**config.mk**
```make
export PLATFORM = sky130hd
export DESIGN_NAME = adc_scan_sequencer
export DESIGN_NICKNAME = d
export VERILOG_FILES = /design/src/rtl/adc_seq_pkg.sv /design/src/rtl/adc_seq_list.sv /design/src/rtl/adc_seq_shift.sv /design/src/rtl/adc_scan_sequencer.sv
export SDC_FILE = /design/constraint.sdc
export NUM_CORES = 1
export LEC_CHECK = 0
export BUFFER_PORTS_ARGS = -buffer_cell sky130_fd_sc_hd__buf_2
export CORE_MARGIN = 4
export CORE_UTILIZATION = 28
export DETAILED_ROUTE_END_ITERATION = 8
export SETUP_SLACK_MARGIN = 0.3
export SLEW_MARGIN = 20
export SYNTH_ARGS = -nofsm -noshare
export SYNTH_HDL_FRONTEND = slang
export SYNTH_SLANG_ARGS = --single-unit
```
**constraint.sdc**
```tcl
create_clock -name clk -period 5 [get_ports clk]
set_input_delay 1.25 -clock clk [delete_from_list [all_inputs] [get_ports clk]]
set_output_delay 1.25 -clock clk [all_outputs]
set_load 0.005 [all_outputs]
```
**src/rtl/adc_seq_pkg.sv**
```systemverilog
package adc_seq_pkg;
    localparam int CFG_W = 8;

    typedef enum logic [1:0] {
        SEQ_IDLE = 2'd0,
        SEQ_XFER = 2'd1,
        SEQ_CONV = 2'd2,
        SEQ_WAIT = 2'd3
    } seq_state_e;
endpackage

```
**src/rtl/adc_seq_list.sv**
```systemverilog
module adc_seq_list #(
    parameter int DEPTH = 8,
    parameter int CFG_W = 8,
    localparam int IDX_W = $clog2(DEPTH)
) (
    input  logic             clk,
    input  logic             rst_n,
    input  logic             wr_en,
    input  logic [IDX_W-1:0] wr_addr,
    input  logic [CFG_W-1:0] wr_data,
    input  logic [IDX_W-1:0] rd_addr,
    output logic [CFG_W-1:0] rd_data
);
    logic [CFG_W-1:0] entry_q [DEPTH];

    for (genvar g = 0; g < DEPTH; g++) begin : g_entry
        logic [CFG_W-1:0] entry_d;

        always_comb begin
            entry_d = entry_q[g];
            if (wr_en && wr_addr == IDX_W'(g)) entry_d = wr_data;
        end

        always_ff @(posedge clk or negedge rst_n) begin
            if (!rst_n) entry_q[g] <= '0;
            else        entry_q[g] <= entry_d;
        end
    end

    assign rd_data = entry_q[rd_addr];
endmodule

```
**src/rtl/adc_seq_shift.sv**
```systemverilog
module adc_seq_shift #(
    parameter int RES_W    = 12,
    parameter int SCK_HALF = 2,
    parameter int CFG_W    = 8,
    localparam int HC_W    = $clog2(SCK_HALF + 1),
    localparam int EC_W    = $clog2(RES_W + 1)
) (
    input  logic             clk,
    input  logic             rst_n,
    input  logic             start,
    input  logic [CFG_W-1:0] cfg_in,
    input  logic             sdo_in,
    output logic             sck,
    output logic             sdi,
    output logic             done,
    output logic [RES_W-1:0] result
);
    typedef struct packed {
        logic             active;
        logic             sck;
        logic             done;
        logic [HC_W-1:0]  half;
        logic [EC_W-1:0]  rises;
        logic [CFG_W-1:0] tx;
        logic [RES_W-1:0] rx;
    } sh_t;

    sh_t sh_d, sh_q;

    always_comb begin
        sh_d      = sh_q;
        sh_d.done = 1'b0;
        if (!sh_q.active) begin
            if (start) begin
                sh_d.active = 1'b1;
                sh_d.sck    = 1'b0;
                sh_d.half   = '0;
                sh_d.rises  = '0;
                sh_d.tx     = cfg_in;
            end
        end else if (sh_q.half == HC_W'(SCK_HALF - 1)) begin
            sh_d.half = '0;
            if (!sh_q.sck) begin
                sh_d.sck   = 1'b1;
                sh_d.rx    = {sh_q.rx[RES_W-2:0], sdo_in};
                sh_d.rises = sh_q.rises + 1'b1;
            end else begin
                sh_d.sck = 1'b0;
                sh_d.tx  = {sh_q.tx[CFG_W-2:0], 1'b0};
                if (sh_q.rises == EC_W'(RES_W)) begin
                    sh_d.active = 1'b0;
                    sh_d.done   = 1'b1;
                    sh_d.tx     = '0;
                end
            end
        end else begin
            sh_d.half = sh_q.half + 1'b1;
        end
    end

    always_ff @(posedge clk or negedge rst_n) begin
        if (!rst_n) sh_q <= '0;
        else        sh_q <= sh_d;
    end

    assign sck    = sh_q.sck;
    assign sdi    = sh_q.tx[CFG_W-1];
    assign done   = sh_q.done;
    assign result = sh_q.rx;
endmodule

```
**src/rtl/adc_scan_sequencer.sv**
```systemverilog
module adc_scan_sequencer
    import adc_seq_pkg::*;
#(
    parameter int RES_W      = 12,
    parameter int DEPTH      = 8,
    parameter int SCK_HALF   = 2,
    parameter int CONVST_HI  = 2,
    parameter int TMO_W      = 16,
    localparam int IDX_W     = $clog2(DEPTH)
) (
    input  logic             clk,
    input  logic             rst_n,
    input  logic             run,
    input  logic [IDX_W-1:0] scan_last,
    input  logic [TMO_W-1:0] busy_limit,
    input  logic             cfg_we,
    input  logic [IDX_W-1:0] cfg_addr,
    input  logic [7:0]       cfg_wdata,
    output logic             adc_sck,
    output logic             adc_sdi,
    input  logic             adc_sdo,
    output logic             adc_convst,
    input  logic             adc_busy,
    output logic             res_valid,
    input  logic             res_ready,
    output logic [RES_W-1:0] res_data,
    output logic [7:0]       res_cfg,
    output logic [IDX_W-1:0] res_idx,
    output logic             err_timeout
);
    typedef struct packed {
        seq_state_e       st;
        logic [IDX_W-1:0] idx;
        logic [IDX_W-1:0] req_idx;
        logic [IDX_W-1:0] prev_idx;
        logic [IDX_W-1:0] out_idx;
        logic [CFG_W-1:0] req_cfg;
        logic [CFG_W-1:0] prev_cfg;
        logic [CFG_W-1:0] out_cfg;
        logic [RES_W-1:0] out_data;
        logic [TMO_W-1:0] cnt;
        logic             prev_ok;
        logic             restart;
        logic             out_valid;
        logic             err;
        logic             convst;
        logic             seen_low;
        logic             busy_s1;
        logic             busy_s2;
    } ctl_t;

    ctl_t             c_d, c_q;
    logic [CFG_W-1:0] list_rd;
    logic             sh_start;
    logic             sh_done;
    logic [RES_W-1:0] sh_result;
    logic [IDX_W-1:0] idx_next;

    adc_seq_list #(.DEPTH(DEPTH), .CFG_W(CFG_W)) u_list (
        .clk     (clk),
        .rst_n   (rst_n),
        .wr_en   (cfg_we),
        .wr_addr (cfg_addr),
        .wr_data (cfg_wdata),
        .rd_addr (c_q.idx),
        .rd_data (list_rd)
    );

    adc_seq_shift #(.RES_W(RES_W), .SCK_HALF(SCK_HALF), .CFG_W(CFG_W)) u_shift (
        .clk    (clk),
        .rst_n  (rst_n),
        .start  (sh_start),
        .cfg_in (list_rd),
        .sdo_in (adc_sdo),
        .sck    (adc_sck),
        .sdi    (adc_sdi),
        .done   (sh_done),
        .result (sh_result)
    );

    assign idx_next = (c_q.idx == scan_last) ? '0 : c_q.idx + 1'b1;

    always_comb begin
        c_d         = c_q;
        sh_start    = 1'b0;
        c_d.busy_s1 = adc_busy;
        c_d.busy_s2 = c_q.busy_s1;

        if (c_q.out_valid && res_ready) c_d.out_valid = 1'b0;

        unique case (c_q.st)
            SEQ_IDLE: begin
                if (c_q.restart) begin
                    c_d.idx     = '0;
                    c_d.prev_ok = 1'b0;
                    c_d.restart = 1'b0;
                end else if (run && !c_q.out_valid) begin
                    sh_start    = 1'b1;
                    c_d.req_cfg = list_rd;
                    c_d.req_idx = c_q.idx;
                    c_d.st      = SEQ_XFER;
                end
            end
            SEQ_XFER: begin
                if (sh_done) begin
                    if (c_q.prev_ok && !cfg_we) begin
                        c_d.out_valid = 1'b1;
                        c_d.out_data  = sh_result;
                        c_d.out_cfg   = c_q.prev_cfg;
                        c_d.out_idx   = c_q.prev_idx;
                    end
                    c_d.prev_ok = 1'b0;
                    c_d.convst  = 1'b1;
                    c_d.cnt     = '0;
                    c_d.st      = SEQ_CONV;
                end
            end
            SEQ_CONV: begin
                if (c_q.cnt == TMO_W'(CONVST_HI - 1)) begin
                    c_d.convst   = 1'b0;
                    c_d.cnt      = '0;
                    c_d.seen_low = 1'b0;
                    c_d.st       = SEQ_WAIT;
                end else begin
                    c_d.cnt = c_q.cnt + 1'b1;
                end
            end
            SEQ_WAIT: begin
                c_d.cnt = c_q.cnt + 1'b1;
                if (!c_q.busy_s2) c_d.seen_low = 1'b1;
                if (c_q.seen_low && c_q.busy_s2) begin
                    c_d.prev_cfg = c_q.req_cfg;
                    c_d.prev_idx = c_q.req_idx;
                    c_d.prev_ok  = !c_q.restart && !cfg_we;
                    c_d.idx      = idx_next;
                    c_d.st       = SEQ_IDLE;
                end else if (c_q.cnt >= busy_limit) begin
                    c_d.err     = 1'b1;
                    c_d.prev_ok = 1'b0;
                    c_d.idx     = idx_next;
                    c_d.st      = SEQ_IDLE;
                end
            end
            default: c_d.st = SEQ_IDLE;
        endcase

        if (cfg_we) begin
            c_d.restart = 1'b1;
            c_d.prev_ok = 1'b0;
            c_d.err     = 1'b0;
        end
    end

    always_ff @(posedge clk or negedge rst_n) begin
        if (!rst_n) c_q <= '0;
        else        c_q <= c_d;
    end

    assign adc_convst  = c_q.convst;
    assign res_valid   = c_q.out_valid;
    assign res_data    = c_q.out_data;
    assign res_cfg     = c_q.out_cfg;
    assign res_idx     = c_q.out_idx;
    assign err_timeout = c_q.err;
endmodule

```
==> results.cfg, run 1 <==
[clocking]
holdBufCountCts = 0
insertion_delay_ns = 0.43
cts_sinks = 167
cts_tree = yes
cts_resized = 0
ctsRootBufferMaster = clkbuf_16
clkTransAtPathRegs_ns = 0.07
cts_max_level = 4
cts_post_setup_buffers_inserted = 0
cts-buffers-inserted = 17
clk_path_buf_depth = 2

[die]
die_y_um = 176.1
dieWidth_um = 176.1
die_area_um2 = 31020
start_util_pct = 28.41
rows = 61
io_pins = 65
core-area_um2 = 27860

[route]
route.detailed.drc = 0
vias_per_cell = 4.473
vias = 4692
ant_nets = 0
drt_wl_total_um = 15630
drt_iter0_markers = 212
wl_per_cell_um = 14.90
drt_first_pass_iters = 5

[worst_setup_path]
path_class = input pin to register
cp.arrival_ns = 3.13
required_ns = 5.32
cp-end-kind = register
start_kind = input pin
worstPathMaxFanout = 4

[global_routing]
grt_pass1_wl_um = 26340
grt_pass1_vias = 4894
grtUsageTotal_pct = 10.75
antenna_found_initial = 2
grt_max_degree = 95
grt_overflow_total = 0

[synth]
synth_area_um2 = 7914
async_flop_share_pct = 100.0
ys_seq_elements = 167
synthCells = 616
yosysTopAreaCell = dfrtp_1
ys_seq_area_share_pct = 52.81
postSynthAreaPerCell_um2 = 12.85
yosys.area.top_type_share_pct = 52.81
synth-edff-count = 0
syn_nets = 678
yosysWarnings = 0
synth_cell_types = 57
synthFlopType = dfrtp_1
synth_area_leaders = dfrtp_1 53%, mux2_2 16%, mux4_2 4.6%

[status]
status = finished clean

[sta]
period_share_pct = 56.33
drv_slew = 0
setup_slack_ns = 2.183
skew_ns = 0.009817
rsz0062_at_grt = no
setup_violations = 0
finalHoldViolCount = 0
setup_tns_ns = 0
max_freq_mhz = 355.0
final.min_clock_period_ns = 2.817
max_slew_margin_pct = 32.62
tightest_slew_ns = 1.011

[place]
dpl_cell_area_um2 = 8467
pre_cts_slack_ns = 1.748
io_buffers = 64
detailed_place_hpwl_um = 10610
gp_congestion = 0.7309

[pwr]
power_density_nw_per_um2 = 472.2
p_leak_nw = 4.143
peakVddDrop_uv = 235.9

[layout]
syn_to_final_growth_pct = 14.70
multiInputGateArea_um2 = 3333
register_area_um2 = 4179
final_cell_mix = 167 x dfrtp_1, 114 x mux2_2, 63 x buf_2, 41 x nor2_1, 35 x nand2_1
final_area_um2 = 9077
drive_gt1_share_pct = 36.81
diodes = 0
nFillCells = 2786
nets = 720
final_common_cell = dfrtp_1

[hold_path]
worstHoldPathType = register to register

[run]
drv_cap = 0
## synth_stat cells, types with 2 or more instances
| master | number |
|---|---|
| nor4_1 | 2 |
| buf_1 | 2 |
| a21oi_1 | 15 |
| ha_1 | 25 |
| nand4b_1 | 4 |
| o21ai_0 | 10 |
| dfrtp_1 | 167 |
| buf_4 | 24 |
| nand2b_1 | 2 |
| a21o_1 | 2 |
| and3_1 | 3 |
| nand4_1 | 6 |
| buf_6 | 2 |
| nand2_1 | 35 |
| nor2_1 | 41 |
| xnor2_1 | 9 |
| mux4_2 | 16 |
| a31oi_1 | 4 |
| o31ai_1 | 2 |
| nor2_2 | 2 |
| clkbuf_1 | 7 |
| mux2i_1 | 8 |
| nand3_1 | 8 |
| a211oi_1 | 2 |
| xor2_1 | 11 |
| nor3_1 | 9 |
| o221ai_1 | 7 |
| buf_2 | 9 |
| nor2b_1 | 7 |
| mux2_2 | 114 |
| inv_1 | 32 |
| nor3_2 | 3 |
| nor3b_2 | 2 |
## final timing paths
check | from | end | slack (ns) | cells past startpoint
worst max-delay path | busy_limit[7] | c_q[69]$_DFFE_PN0P_ | 2.18 | 9
worst min-delay path | c_d[0]$_DFF_PN0_ | c_q[0]$_DFF_PN0_ | 0.37 | 0
worst max register to register | c_q[72]$_DFFE_PN0P_ | u_shift.sh_q[14]$_DFFE_PN0P_ | 2.30 | 7
worst min register to register | c_d[0]$_DFF_PN0_ | c_q[0]$_DFF_PN0_ | 0.37 | 0
max in group asynchronous | rst_n | res_valid$_DFF_PN0_ | 3.18 | 2
min in group asynchronous | rst_n | u_list.entry_q[48]$_DFFE_PN0P_ | 0.92 | 1
## logic make-up (layout without fill, tap and decap cells)
| kind of cell | Yosys count | in the layout | synth area share [%] |
|---|---|---|---|
| flip-flops | 167 | 167 | 52.81 |
| multiplexers | 139 | 139 | 21.98 |
| AND/OR/NAND/NOR | 135 | 135 | 9.233 |
| buffers and inverters | 76 | 131 | 5.075 |
| AO/OA/AOI/OAI | 54 | 54 | 4.743 |
| adder cells (fa/ha/maj) | 25 | 25 | 3.953 |
| XOR/XNOR | 20 | 20 | 2.213 |
## worst max-delay path, cell delays in order
cell and delay [ns]:
buf_2 0.08, inv_1 0.03, ha_1 0.29, a21oi_1 0.15, o21ai_0 0.16, a2111oi_2 0.52
a31oi_2 0.21, o21ai_2 0.13, mux2_4 0.31
## per-layer routing
layer,track usage [%],part of all wire (%),vias to the layer above
li1,-,-,2255
met1,15.29,49,2345
met2,16.19,45,71
met3,2.869,4.3,17
met4,3.119,1.1,4
met5,0,0.090,-
## registers in the layout (all words and copies together), names as in the netlist, 3 cells and up
register / flops
res_idx: 3
u_shift.result: 12
c_q: 47
res_cfg: 8
u_shift.sh_q: 14
res_data: 12
u_list.entry_q: 64
## area by class of cell
type	instances	area share (%)
clock buffers	17	4.686
inverters	32	1.323
clock inverters	15	2.040
repair buffers	67	3.983
well taps	378	5.210
flip-flops and latches	167	46.04
multi-input cells	373	36.72
## where the power goes
group / leakage (nW) / internal (mW) / switching, mW / total (mW)
Clock: 0.296 / 0.676 / 0.638 / 1.31
Combinational: 1.72 / 0.540 / 0.536 / 1.08
Sequential: 2.13 / 1.66 / 0.231 / 1.90
Total: 4.14 / 2.88 / 1.41 / 4.29
## metrics by stage
stage | hold slack (ns) | util, % | power, mW | cells
detailed placement | 0.3676 | 30.39 | 3.027 | 1017
CTS | 0.3824 | 32.58 | 4.354 | 1049
floorplan | 0.3312 | - | 2.743 | 616
finish | 0.3729 | 32.58 | 4.286 | 1049
global route | 0.3912 | 32.58 | 4.587 | 1049
global placement | 0.3506 | 30.39 | 2.998 | 1017
No activity file was read; power rests on OpenSTA's default activity.
==> run 2, diff against run 1 <==
==> constraint.sdc (replaced) <==
create_clock -name clk -period 2.5 [get_ports clk]
set_input_delay 0.625 -clock clk [delete_from_list [all_inputs] [get_ports clk]]
set_output_delay 0.625 -clock clk [all_outputs]
set_load 0.005 [all_outputs]
==> results.cfg, run 2 (synthesis gave the netlist of run 1 again) <==
[layout]
final_common_cell = dfrtp_1
nets = 754
top_regs = u_list.entry_q x64, c_q x47, u_shift.sh_q x14
largest_register_ffs = 64
top_register = u_list.entry_q
syn_to_final_growth_pct = 21.58
final_area_um2 = 9622
drive_gt1_share_pct = 44.68
final_cell_mix = 158 x dfrtp_1, 114 x mux2_2, 63 x buf_2, 41 x nor2_1, 33 x nand2_1
post-route-util_pct = 34.54
nFillCells = 2731
diodes = 0

[hold_path]
worstHoldPathType = input pin to async pin

[place]
gp_congestion = 0.7877
io_buffers = 64
detailed_place_hpwl_um = 11270
dpl_cell_area_um2 = 8875

[global_routing]
grt_overflow_total = 0
grt_pass1_vias = 4971
grt_max_degree = 58
grtUsageTotal_pct = 11.04
antenna_found_initial = 1
grt_pass1_wl_um = 27190

[die]
start_util_pct = 28.41
die_y_um = 176.1
die_area_um2 = 31020
dieWidth_um = 176.1
rows = 61
core-area_um2 = 27860
io_pins = 65

[clocking]
cts-buffers-inserted = 17
holdBufCountCts = 0
insertion_delay_ns = 0.44
cts_max_level = 4
ctsRootBufferMaster = clkbuf_16
clkTransAtPathRegs_ns = 0.08
cts_tree = yes
clk_path_buf_depth = 2
cts_sinks = 167

[pwr]
p_leak_nw = 4.328
peakVddDrop_uv = 389.5
total_power_mw = 8.978
power_density_nw_per_um2 = 933.1

[route]
drt_wl_total_um = 16370
vias = 4883
drt_iter0_markers = 292
dr_wl_met3_um = 602
wl_per_cell_um = 15.12
dr_wl_met2_um = 7450
vias_per_cell = 4.509
topRoutingLayerUsed = met5
ant_nets = 0
wl_met1_um = 8165
route.detailed.drc = 0
drt_first_pass_iters = 4

[sta]
setup_violations = 0
final.min_clock_period_ns = 2.158
skew_ns = 0.01911
setup_tns_ns = 0
period_share_pct = 86.33
max_slew_margin_pct = 52.76
rsz0062_at_grt = yes
max_freq_mhz = 463.3
fin_hold_ws_ns = 0.09421
finalHoldViolCount = 0
drv_slew = 0
tightest_slew_ns = 0.7078

[worst_setup_path]
start_kind = register
path_class = register to register
cp_slowest_stage_delay_ns = 0.45
crit_family = compound AO/OA/AOI/OAI gates
critPathBufInv = 1
crit_chain = ha_4 -> nor2b_1 -> o211a_1 -> o311ai_4 -> a31oi_2 -> buf_4 -> a211o_1 -> o41ai_2
cp.arrival_ns = 2.48
cp-end-kind = register
worstPathMaxFanout = 5
slowest_stage = dfrtp_2
required_ns = 2.83

[status]
status = finished clean

[run]
drv_cap = 0
run 2: worst paths after layout:
check / start / endpoint / slack (ns) / cells after the start
min reg2reg: c_d[0]$_DFF_PN0_ / c_q[0]$_DFF_PN0_ / 0.36 / 0
max reg2reg: c_q[9]$_DFFE_PN0P_ / c_q[7]$_DFFE_PN0P_ / 0.34 / 8
max in group asynchronous: rst_n / res_valid$_DFF_PN0_ / 1.74 / 2
max: c_q[9]$_DFFE_PN0P_ / c_q[7]$_DFFE_PN0P_ / 0.34 / 8
min: rst_n / u_shift.sh_q[14]$_DFFE_PN0P_ / 0.09 / 1
min in group clk: adc_busy / c_d[0]$_DFF_PN0_ / 0.32 / 1
run 2: timing repair:
action	4_1_cts	5_1_grt
endpoints found under the setup margin	1	13
buffers inserted	0	10
pin swaps	2	10
gates resized for setup	2	12
run 2: area by class of cell:
type / count / area [um^2] / share of cell area (%)
Multi-Input combinational cell: 373 / 3523 / 36.62
Timing Repair Buffer: 101 / 670.6 / 6.970
Sequential cell: 167 / 4190 / 43.55
Tap cell: 378 / 473.0 / 4.915
Inverter: 32 / 127.6 / 1.326
Clock buffer: 17 / 425.4 / 4.421
Clock inverter: 15 / 211.5 / 2.198
run 2: worst reg2reg max path, cell delays in order, from the launching register on:
cell and delay (ns):
dfrtp_2 0.45, ha_4 0.25, nor2b_1 0.12, o211a_1 0.26, o311ai_4 0.31, a31oi_2 0.17, buf_4 0.17, a211o_1 0.26
o41ai_2 0.05
run 2: routing by layer:
metal,vias up,global-route usage [%]
li1,2314,-
met1,2481,15.73
met2,73,16.81
met3,13,2.505
met4,2,3.411
met5,-,0
run 2: report_power, final:
group          leakage, nW  switching, mW  total (mW)  internal, mW
combinational         1.91           1.25        2.51          1.26
sequential            2.11          0.406        3.74          3.33
clock                0.305           1.34        2.73          1.39
total                 4.33           2.99        8.98          5.99
run 2: metrics by stage:
step | cells | worst slack [ns]
finish | 1083 | 0.3417
floorplan | 616 | 0.3023
detailed placement | 1041 | 0.04606
CTS | 1073 | 0.3025
global placement | 1041 | 0.08601
global route | 1083 | 0.2245
==> run 3, diff against run 2 <==
--- a/config.mk
+++ b/config.mk
@@ -6,9 +6,12 @@
 export NUM_CORES = 1
 export LEC_CHECK = 0
 export BUFFER_PORTS_ARGS = -buffer_cell sky130_fd_sc_hd__buf_2
+export CELL_PAD_IN_SITES_DETAIL_PLACEMENT = 1
+export CELL_PAD_IN_SITES_GLOBAL_PLACEMENT = 1
 export CORE_MARGIN = 4
-export CORE_UTILIZATION = 28
+export CORE_UTILIZATION = 40
 export DETAILED_ROUTE_END_ITERATION = 8
+export PLACE_DENSITY_LB_ADDON = 0.1
 export SETUP_SLACK_MARGIN = 0.3
 export SLEW_MARGIN = 20
 export SYNTH_ARGS = -nofsm -noshare
==> results.cfg, run 3 (synthesis gave the netlist of run 1 again) <==
[status]
status = finished clean

[pwr]
p_leak_nw = 4.366
switching_share_pct = 32.45
power_frac_comb_pct = 29.1
p_clk_share_pct = 29.3
p_int_mw = 6.055
p_switching_mw = 2.909
seqPwrFrac_pct = 41.7
peakVddDrop_uv = 508.6
power_density_nw_per_um2 = 935.7

[global_routing]
grt_max_degree = 60
grt_pass1_vias = 5387
grt_pass1_wl_um = 29260
grt_overflow_total = 0
grtUsageTotal_pct = 16.98
antenna_found_initial = 0

[sta]
fin_hold_ws_ns = 0.1540
rsz0062_at_grt = yes
finalHoldViolCount = 0
period_share_pct = 86.21
skew_ns = 0.01113
final.min_clock_period_ns = 2.155
setup_violations = 0
setup_tns_ns = 0
max_freq_mhz = 464.0
drv_slew = 0
setup_slack_ns = 0.3448
tightest_slew_ns = 0.5982
max_slew_margin_pct = 60.12

[route]
wl_per_cell_um = 18.41
drt_wl_total_um = 18170
route.detailed.drc = 0
ant_nets = 0
vias_per_cell = 5.075
drt_first_pass_iters = 4
drt_iter0_markers = 225
vias = 5009

[layout]
syn_to_final_growth_pct = 21.04
top_register = u_list.entry_q
nets = 771
largest_register_ffs = 64
post-route-util_pct = 49.22
layout.cells.non_filler = 987
nFillCells = 2003
drive_gt1_share_pct = 47.51
final_common_cell = dfrtp_1
register_area_um2 = 4198
top_regs = u_list.entry_q x64, c_q x47, u_shift.sh_q x14
multiInputGateArea_um2 = 3556
final_cell_mix = 152 x dfrtp_1, 114 x mux2_2, 63 x buf_2, 49 x buf_4, 41 x nor2_1
diodes = 0

[place]
io_buffers = 64
detailed_place_hpwl_um = 12820
gp_congestion = 0.7458
place_inst = 931
pre_cts_slack_ns = 0.01976

[worst_setup_path]
cp-end-kind = register
r2r_slack_ns = 0.34
worstRegToRegCells = 8
path_class = register to register
required_ns = 2.81
cp.arrival_ns = 2.47
r2r-start = c_q[9]$_DFFE_PN0P_
startpoint = c_q[9]$_DFFE_PN0P_
start_kind = register
critPathCapture = c_q[7]$_DFFE_PN0P_
r2r_end = c_q[7]$_DFFE_PN0P_
worstPathMaxFanout = 4

[clocking]
cts_tree = yes
holdBufCountCts = 0
cts_sinks = 167
clkTransAtPathRegs_ns = 0.07
clk_path_buf_depth = 2
insertion_delay_ns = 0.42
cts-buffers-inserted = 17
ctsRootBufferMaster = clkbuf_16
cts_max_level = 4

[run]
drv_cap = 0

[die]
start_util_pct = 40.66
die_area_um2 = 22100
io_pins = 65
rows = 51
die_y_um = 148.7
core-area_um2 = 19460
dieWidth_um = 148.7

[hold_path]
worstHoldPathType = input pin to async pin
[run 3: changes by cell type in the layout (fill, tap and decap cells not counted), sizes merged]
cell	delta
clkinv	-5
buf	+17
clkinvlp	+4
bufinv	+1
[run 3: per-layer routing]
metal / track usage, % / vias up / share of wire, %
met5: 0 / - / 0
met3: 3.504 / 14 / 3.5
met2: 28.82 / 70 / 51
li1: - / 2341 / -
met1: 22.28 / 2584 / 45
met4: 4.480 / 0 / 0.92
[run 3: final cells by class]
class                   count  area share (%)
well taps                 265           3.461
inverters                  32           1.332
multi-input cells         373           37.12
clock buffers              17           4.441
repair buffers            118           8.111
flip-flops and latches    167           43.82
clock inverters            15           1.711
[run 3: critical path: stages, from the launching register on]
cell and delay (ns):
dfrtp_2 0.45, ha_4 0.23, nor2b_4 0.12, o211a_1 0.24, o311ai_4 0.32, a31oi_2 0.16
buf_4 0.17, a211o_1 0.30, o41ai_2 0.06
[run 3: timing repair]
item / in CTS / in global routing
endpoints found under the setup margin: 1 / 23
buffers inserted: 1 / 23
gates cloned: 0 / 0
pin swaps: 3 / 13
gates resized for setup: 6 / 20
[run 3: worst min path at each step]
stage,end,from,cells past startpoint,slack [ns]
after CTS,c_q[14]$_DFFE_PN0P_,rst_n,1,0.17
after global routing,c_q[14]$_DFFE_PN0P_,rst_n,1,0.19
after floorplan,adc_convst$_DFFE_PN0P_,rst_n,0,0.33
final,c_q[14]$_DFFE_PN0P_,rst_n,1,0.15
after global placement,c_q[0]$_DFF_PN0_,c_d[0]$_DFF_PN0_,0,0.35
after detailed placement,c_q[0]$_DFF_PN0_,c_d[0]$_DFF_PN0_,0,0.36
[run 3: through the flow]
step	cell area [um^2]	power (mW)
6_report	9579	8.963
4_1_cts	9341	8.984
2_1_floorplan	8092	5.519
5_1_grt	9579	9.549
3_3_place_gp	8731	6.173
3_5_place_dp	8731	6.325
[run 3: power groups by stage]
stage	logic, mW	registers [mW]	clock network, mW
floorplan	1.87	3.65	0
global placement	2.42	3.75	0
detailed placement	2.53	3.80	0
CTS	2.54	3.75	2.69
global route	2.90	3.83	2.82
finish	2.61	3.73	2.62
